`src/rtl/fepPkg.sv`:
```
package fepPkg;
  localparam int CH_N = 2;          // independent outputs per submodule
  localparam int EDGE_N = 2 * CH_N; // rise and fall compare per output

  // strobes from the counter control to the output datapath
  typedef struct packed {
    logic            reload;
    logic [CH_N-1:0] setHit;
    logic [CH_N-1:0] clrHit;
  } strobeT;
endpackage

```
`src/rtl/fepCtrl.sv`:
```
module fepCtrl
  import fepPkg::*;
#(
  parameter int CNT_W = 16
) (
  input  logic                    clk,
  input  logic                    rstN,
  input  logic signed [CNT_W-1:0] initIn,
  input  logic signed [CNT_W-1:0] periodIn,
  input  logic signed [CNT_W-1:0] cmpIn [EDGE_N],
  output logic signed [CNT_W-1:0] cnt,
  output strobeT                  stb
);

  logic signed [CNT_W-1:0] perSh;
  logic signed [CNT_W-1:0] cmpSh [EDGE_N];

  always_ff @(posedge clk or negedge rstN) begin
    if (!rstN) begin
      cnt   <= '0;
      perSh <= '0;
      for (int e = 0; e < EDGE_N; e++) cmpSh[e] <= '0;
    end else if (stb.reload) begin
      cnt   <= initIn;
      perSh <= periodIn;
      for (int e = 0; e < EDGE_N; e++) cmpSh[e] <= cmpIn[e];
    end else begin
      cnt <= cnt + 1'b1;
    end
  end

  always_comb begin
    stb.reload = (cnt == perSh);
    for (int ch = 0; ch < CH_N; ch++) begin
      stb.setHit[ch] = (cnt == cmpSh[2*ch]);
      stb.clrHit[ch] = (cnt == cmpSh[2*ch+1]);
    end
  end

  // a reload brings the start value seen at the reloading edge
  p_reload_init_r1: assert property (@(posedge clk) disable iff (!rstN)
    stb.reload |=> cnt == $past(initIn));

  // without reload the count advances by exactly one
  p_count_step_r1: assert property (@(posedge clk) disable iff (!rstN)
    !stb.reload |=> cnt == CNT_W'($past(cnt) + 1'b1));

endmodule

```
`src/rtl/fepDatapath.sv`:
```
module fepDatapath
  import fepPkg::*;
#(
  parameter int REG_W  = 16,
  parameter int FRAC_W = 5
) (
  input  logic                              clk,
  input  logic                              rstN,
  input  strobeT                            stb,
  input  logic                              fracEnIn,
  input  logic [REG_W-1:0]                  fracIn [EDGE_N],
  output logic [CH_N-1:0]                   pwmOut,
  output logic [CH_N-1:0][FRAC_W-1:0]       fineOut
);

  localparam int FRAC_LSB = REG_W - FRAC_W;

  logic              enSh;
  logic [FRAC_W-1:0] fracSh [EDGE_N];

  always_ff @(posedge clk or negedge rstN) begin
    if (!rstN) begin
      enSh    <= 1'b0;
      pwmOut  <= '0;
      fineOut <= '0;
      for (int e = 0; e < EDGE_N; e++) fracSh[e] <= '0;
    end else begin
      for (int ch = 0; ch < CH_N; ch++) begin
        if (stb.clrHit[ch]) begin
          pwmOut[ch]  <= 1'b0;
          fineOut[ch] <= enSh ? fracSh[2*ch+1] : '0;
        end else if (stb.setHit[ch]) begin
          pwmOut[ch]  <= 1'b1;
          fineOut[ch] <= enSh ? fracSh[2*ch] : '0;
        end else begin
          fineOut[ch] <= '0;
        end
      end
      if (stb.reload) begin
        enSh <= fracEnIn;
        for (int e = 0; e < EDGE_N; e++) fracSh[e] <= fracIn[e][REG_W-1:FRAC_LSB];
      end
    end
  end

  for (genvar ch = 0; ch < CH_N; ch++) begin : g_chk
    // a lone rise match drives the output high next clock
    p_rise_high_r2_r3: assert property (@(posedge clk) disable iff (!rstN)
      stb.setHit[ch] && !stb.clrHit[ch] |=> pwmOut[ch]);
    // any fall match, even with a rise match, leaves the output low
    p_fall_low_r7: assert property (@(posedge clk) disable iff (!rstN)
      stb.clrHit[ch] |=> !pwmOut[ch]);
    // no match, no change
    p_hold_r2_r3: assert property (@(posedge clk) disable iff (!rstN)
      !stb.setHit[ch] && !stb.clrHit[ch] |=> $stable(pwmOut[ch]));
    // a fine code only accompanies an edge match
    p_fine_idle_r4: assert property (@(posedge clk) disable iff (!rstN)
      !stb.setHit[ch] && !stb.clrHit[ch] |=> fineOut[ch] == '0);
    // disabled fraction keeps the fine code at zero
    p_fine_off_r5: assert property (@(posedge clk) disable iff (!rstN)
      !enSh |=> fineOut[ch] == '0);
  end

endmodule

```
`src/rtl/fracEdgePwm.sv`:
```
module fracEdgePwm
  import fepPkg::*;
#(
  parameter int CNT_W  = 16,
  parameter int FRAC_W = 5
) (
  input  logic                    clk,
  input  logic                    rstN,
  input  logic                    fracEn,
  input  logic signed [CNT_W-1:0] initVal,
  input  logic signed [CNT_W-1:0] periodVal,
  input  logic signed [CNT_W-1:0] riseA,
  input  logic signed [CNT_W-1:0] fallA,
  input  logic signed [CNT_W-1:0] riseB,
  input  logic signed [CNT_W-1:0] fallB,
  input  logic [CNT_W-1:0]        fracRiseA,
  input  logic [CNT_W-1:0]        fracFallA,
  input  logic [CNT_W-1:0]        fracRiseB,
  input  logic [CNT_W-1:0]        fracFallB,
  output logic                    pwmA,
  output logic                    pwmB,
  output logic [FRAC_W-1:0]       fineA,
  output logic [FRAC_W-1:0]       fineB,
  output logic signed [CNT_W-1:0] count
);

  strobeT                    stb;
  logic signed [CNT_W-1:0]   cmpArr  [EDGE_N];
  logic [CNT_W-1:0]          fracArr [EDGE_N];
  logic [CH_N-1:0]           pwmVec;
  logic [CH_N-1:0][FRAC_W-1:0] fineVec;

  assign cmpArr[0]  = riseA;
  assign cmpArr[1]  = fallA;
  assign cmpArr[2]  = riseB;
  assign cmpArr[3]  = fallB;
  assign fracArr[0] = fracRiseA;
  assign fracArr[1] = fracFallA;
  assign fracArr[2] = fracRiseB;
  assign fracArr[3] = fracFallB;

  fepCtrl #(.CNT_W(CNT_W)) u_ctrl (
    .clk      (clk),
    .rstN     (rstN),
    .initIn   (initVal),
    .periodIn (periodVal),
    .cmpIn    (cmpArr),
    .cnt      (count),
    .stb      (stb)
  );

  fepDatapath #(.REG_W(CNT_W), .FRAC_W(FRAC_W)) u_dp (
    .clk      (clk),
    .rstN     (rstN),
    .stb      (stb),
    .fracEnIn (fracEn),
    .fracIn   (fracArr),
    .pwmOut   (pwmVec),
    .fineOut  (fineVec)
  );

  assign pwmA  = pwmVec[0];
  assign pwmB  = pwmVec[1];
  assign fineA = fineVec[0];
  assign fineB = fineVec[1];

endmodule

```
`config.mk`:
```
export PLATFORM = sky130hd
export DESIGN_NAME = fracEdgePwm
export DESIGN_NICKNAME = d
export VERILOG_FILES = /design/src/rtl/fepPkg.sv /design/src/rtl/fepCtrl.sv /design/src/rtl/fepDatapath.sv /design/src/rtl/fracEdgePwm.sv
export SDC_FILE = /design/constraint.sdc
export NUM_CORES = 1
export LEC_CHECK = 0
export BUFFER_PORTS_ARGS = -buffer_cell sky130_fd_sc_hd__buf_2
export CELL_PAD_IN_SITES_DETAIL_PLACEMENT = 1
export CELL_PAD_IN_SITES_GLOBAL_PLACEMENT = 2
export CORE_AREA = 3 3 139 141
export DETAILED_ROUTE_END_ITERATION = 10
export DIE_AREA = 0 0 142 144
export HOLD_SLACK_MARGIN = 0.03
export PLACE_DENSITY_LB_ADDON = 0.1
export SLEW_MARGIN = 20
export SYNTH_ARGS = -nofsm -noshare
export SYNTH_HDL_FRONTEND = slang
export SYNTH_SLANG_ARGS = --single-unit
```
`constraint.sdc`:
```
create_clock -name clk -period 2.97 [get_ports clk]
set_clock_uncertainty 0.15 [all_clocks]
set_input_delay 0.594 -clock clk [delete_from_list [all_inputs] [get_ports clk]]
set_output_delay 0.594 -clock clk [all_outputs]
set_load 0.03 [all_outputs]
```
Word level (Yosys, flattened, before mapping)
Index checks and enable logic that the tools add are counted.
{"block": "word_totals", "rom_bits": 0, "word_cells": 36, "output_inout_bits": 28, "ramBits": 0, "regBits": 129, "latch_bits": 0, "n_memories": 0}
{"block": "op_classes", "magnitude_cmp": 0, "div": 0, "add_sub_neg": 1, "shifts": 0, "eq_ne": 5, "n_mul": 0, "muxes": 13, "n_reduce_logical": 2, "bitwise_logic": 0}
{"operator": "== test 16 bit", "count": 5}
{"operator": "two-way mux 5 bit", "count": 8}
{"operator": "adder 16 x 1 -> 16 bit, second input constant", "count": 1}
{"operator": "two-way mux 16 bit", "count": 1}
{"operator": "two-way mux 1 bit", "count": 4}
{"operator": "nonzero test 2 bit", "count": 2}

Depth between registers and ports, before layout
{"block": "depth", "ltp_word": 3, "ltp_mapped": 8}

By module
A second synthesis with hierarchy kept.
{"block": "hier_totals", "hier_cells": 438, "hier_area_um2": 6030.8}
{"mod": "fepCtrl", "cells_each": 362, "area_each_um2": 4773.3, "instances": 1}
{"mod": "fepDatapath", "cells_each": 76, "area_each_um2": 1257.5, "instances": 1}

Least setup slack after synthesis
OpenSTA, ideal clock, no wires.
{"block": "synth_path", "path_type": "flip-flop to flip-flop", "from": "register u_ctrl.cnt[3]", "to": "register u_ctrl.cmpSh[0] in the netlist's numbering", "arrival_time_ns": 2.077, "setup_time_ns": 0.127, "path_buffers": 3, "path_slack_ns": 0.615, "path_stages_with_launch": 8, "cell_sequence": "dfrtp_1 > buf_2 > xnor2_1 > nand4_1 > nor4_4 > buf_4 > buf_6 > mux2_1"}
{"block": "synth_between", "elab_chain_len": 1}
{"item": "start, declared", "line": "fepCtrl.sv:11", "text": "output logic signed [CNT_W-1:0] cnt,"}
{"item": "start signal, assigned", "line": "fepCtrl.sv:24", "text": "cnt <= initIn;"}
{"item": "start signal, assigned", "line": "fepCtrl.sv:28", "text": "cnt <= cnt + 1'b1;"}
{"item": "== test 16 bit", "line": "fepCtrl.sv:33", "text": "stb.reload = (cnt == perSh);"}
{"item": "end, declared", "line": "fepCtrl.sv:16", "text": "logic signed [CNT_W-1:0] cmpSh [EDGE_N];"}
No other way between the ends.
A chain may end at the register's enable or synchronous reset.

Final worst setup path
{"block": "layout_path", "from": "register u_ctrl.cnt[10]", "to": "register u_dp.fracSh[15] in the netlist's numbering"}
{"block": "layout_between", "elab_chain_len": 1}
{"item": "== test 16 bit", "line": "fepCtrl.sv:33"}
{"item": "end, declared", "line": "fepDatapath.sv:19", "text": "logic [FRAC_W-1:0] fracSh [EDGE_N];"}
No other way between the ends.

==> results.md <==
- Cell Chain, Critical Path: xnor2_1, nand4_1, nor4_4, buf_12, mux2_2
- Synthesized area per cell: about 13 µm²
- Die Y: about 140 µm
- Worst setup SP type: flop
- Core Box Area: roughly 0.018 mm²
- Dpl hpwl: roughly 13 mm
- Worst Setup SP: u_ctrl.cnt[10]
- Crit. End Element: flop
- H-Tree Depth: 4
- Setup CP Type: reg2reg
- Required @ worst endpoint: between 3 and 4 ns
- Area growth from synthesis to layout: 28.2%
- Worst Path Arrival: about 2.6 ns
- Synth top cells by count: dfrtp_1, mux2_1, xnor2_1, xor2_1, mux2_2
- Hold Slack: roughly 0.23 ns
- GPL Wtd Cong: around 0.76
- Final hold vios: 0
- Final net count: 784
- Fmax: roughly 410 MHz
- Cells after DPL: 829
- Pin count of the biggest net entering global routing: 77
- Post-DR wirelength/cell: ~20 µm
- Leak: about 3.4 nW
- Post-CTS resize count: 0
- Crit-path leading delay family: simple AND/OR/NAND/NOR gates
- CP max stage cell: dfrtp_1
- Final number of setup-violating endpoints: 0
- Yosys reg bits: 129
- Setup TNS: 0 ns
- Row cnt: 49
- RSZ-0062 raised after global routing: false
- Mapped cell area: 0.00598 mm²
- Worst min path class: in2reg
- Clock tree buffer depth: 2
- CTS Root Cell: clkbuf_16
- Buf/Inv on CP: 1
- Gate Count Post-Synth: between 400 and 500
- Hold Startpoint: initVal[7]
- Distinct cell type count after synthesis: 21
- Ratio of final minimum period to clock period: ~82%
- Share of post-route cells with drive strength above 1: a little under two fifths
- Top-count cell post-synth: dfrtp_1
- Post-synthesis sequential area ratio: about 54%
- Tmin final: ~2.4 ns
- PD cells: about 750 mW/mm²
- Detailed Route Iter0 Violations: approximately 170
- Die area: between 0.02 and 0.025 mm²
- Die X-Extent: approximately 140 µm
- Run status: finished, final reports clean
- Share of the synthesized area in the top cell type: ~54%
- Max-slew violations: 0
- Num CTS Buffers: 17
- Max-Cap Viols: 0
- Port buffer count: about 150
- Max VDD drop: 0.000432 V
- Slew headroom: a little over half
- First-pass GRT wire length: ~27 mm
- Syn nets: 630
- Antenna diodes: 0
- CP peak stage delay: roughly 0.50 ns
- Cell type with the largest total area after synthesis: dfrtp_1
- Final Total Pwr: 0.00578 W
- Reg2Reg Launch Point: u_ctrl.cnt[10]
- CTS tree: built
- Ys flop type: dfrtp_1
- Grt ovf: 0
- DRT Wirelength: 17.5 mm
- EDFF count, synth: 0
- Clock sinks: roughly 130
- Starting Density: between 30% and 40%
- Syn. warnings: 0
- DRC viols: 0
- Async SR Flop Fraction: 100%
- Worst-skew pair later-pin latency: between 0.4 and 0.5 ns
- Worst Tran Pin Value: roughly 0.71 ns
- DR vias/cell: around 4.8
- Clock Pin Slew Worst Setup and Hold Paths: 0.06 ns
- Vias: 4,100
- Ports: 191
- Initial antenna violation count: 1
- Post-DRT Antenna Nets: 0
- Post-Layout Cell Count: between 800 and 900
- Number of global-route vias before repair: 4,578
- Critical Path Fanout Max: 76
- GRT Total Usage: between 15 and 20%
- Pre-antenna DRT Iters: 4
- Ranking of synthesized cells by area: dfrtp_1, mux2_1, mux2_2, xnor2_1, xor2_1
cell families after synthesis:
family                     after synthesis  synth area share, %
AOI/OAI and AO/OA                       27                 2.55
and+or+nand+nor                         80                 6.95
xor gates and xnor gates                94                 13.8
muxes                                  102                 19.2
DFF                                    129                 54.0
buffers and inverters                   33                 3.35
adders and majority gates                1                0.209
report_power, final:
group,internal [W],switching (W)
clock,0.00154,0.000781
sequential,0.00190,0.000270
combinational,0.000570,0.000717
worst paths after layout:
| path | endpoint | cells past startpoint | slack [ns] |
|---|---|---|---|
| max in group asynchronous | u_ctrl.perSh[2] | 3 | 1.42 |
| worst max-delay path | u_dp.fracSh[15] | 5 | 0.53 |
| min in group asynchronous | u_ctrl.cmpSh[42] | 2 | 0.53 |
| worst min register to register | u_dp.pwmOut[1] | 1 | 0.34 |
| worst max register to register | u_dp.fracSh[15] | 5 | 0.53 |
| worst min-delay path | u_ctrl.cnt[7] | 3 | 0.23 |
layout make-up:
cell class | count | area, µm²
multi-input combinational | 304 | 2550
sequential | 129 | 3230
tap | 229 | 287
clock inverter | 9 | 150
clock buffer | 23 | 508
timing repair buffer | 168 | 942
fill | 1936 | 10400
cells in the final DEF, fill, tap and decap left out, drive strengths merged:
master	count
xnor2	51
and2	1
dfrtp	129
nand2	40
nor4	11
dlygate4sd3	1
clkbuf	23
and4	3
clkinv	3
mux2	102
o22ai	10
buf	167
clkinvlp	2
o21a	2
o21ai	15
nand3	6
bufinv	4
ha	1
xor2	43
and3	3
nand4	16
worst min-delay path, delay by kind of cell:
family,cells,cell delay [ns]
compound gates,1,0.06
buf+inv,1,0.08
simple gates,1,0.04
through the flow:
step	utilization, %	cell area (µm²)	worst slack (ns)
after floorplan	-	5980	0.615
after global placement	38.7	7000	0.455
after detailed placement	38.7	7000	0.485
after CTS	42.4	7670	0.433
after global routing	42.4	7670	0.298
final	42.4	7670	0.528
sequential cells by signal (all words and copies together) (netlist names):
signal / count
u_ctrl.cnt: 16
u_ctrl.perSh: 16
u_dp.fracSh: 20
u_dp.fineOut: 10
u_ctrl.cmpSh: 64
u_dp.pwmOut: 2
u_dp.enSh: 1
per-layer routing:
metal  wire length, µm  track usage, %
met1              8230            24.6
met2              8270            28.1
met3               758            4.17
met4               213            5.30
met5                11               0
repair_timing:
action	CTS	global route
endpoints found under the hold margin	46	0
hold buffers	1	0
setup buffers	0	0
setup endpoints to repair	0	0
Power figures use the tool's default switching activity.
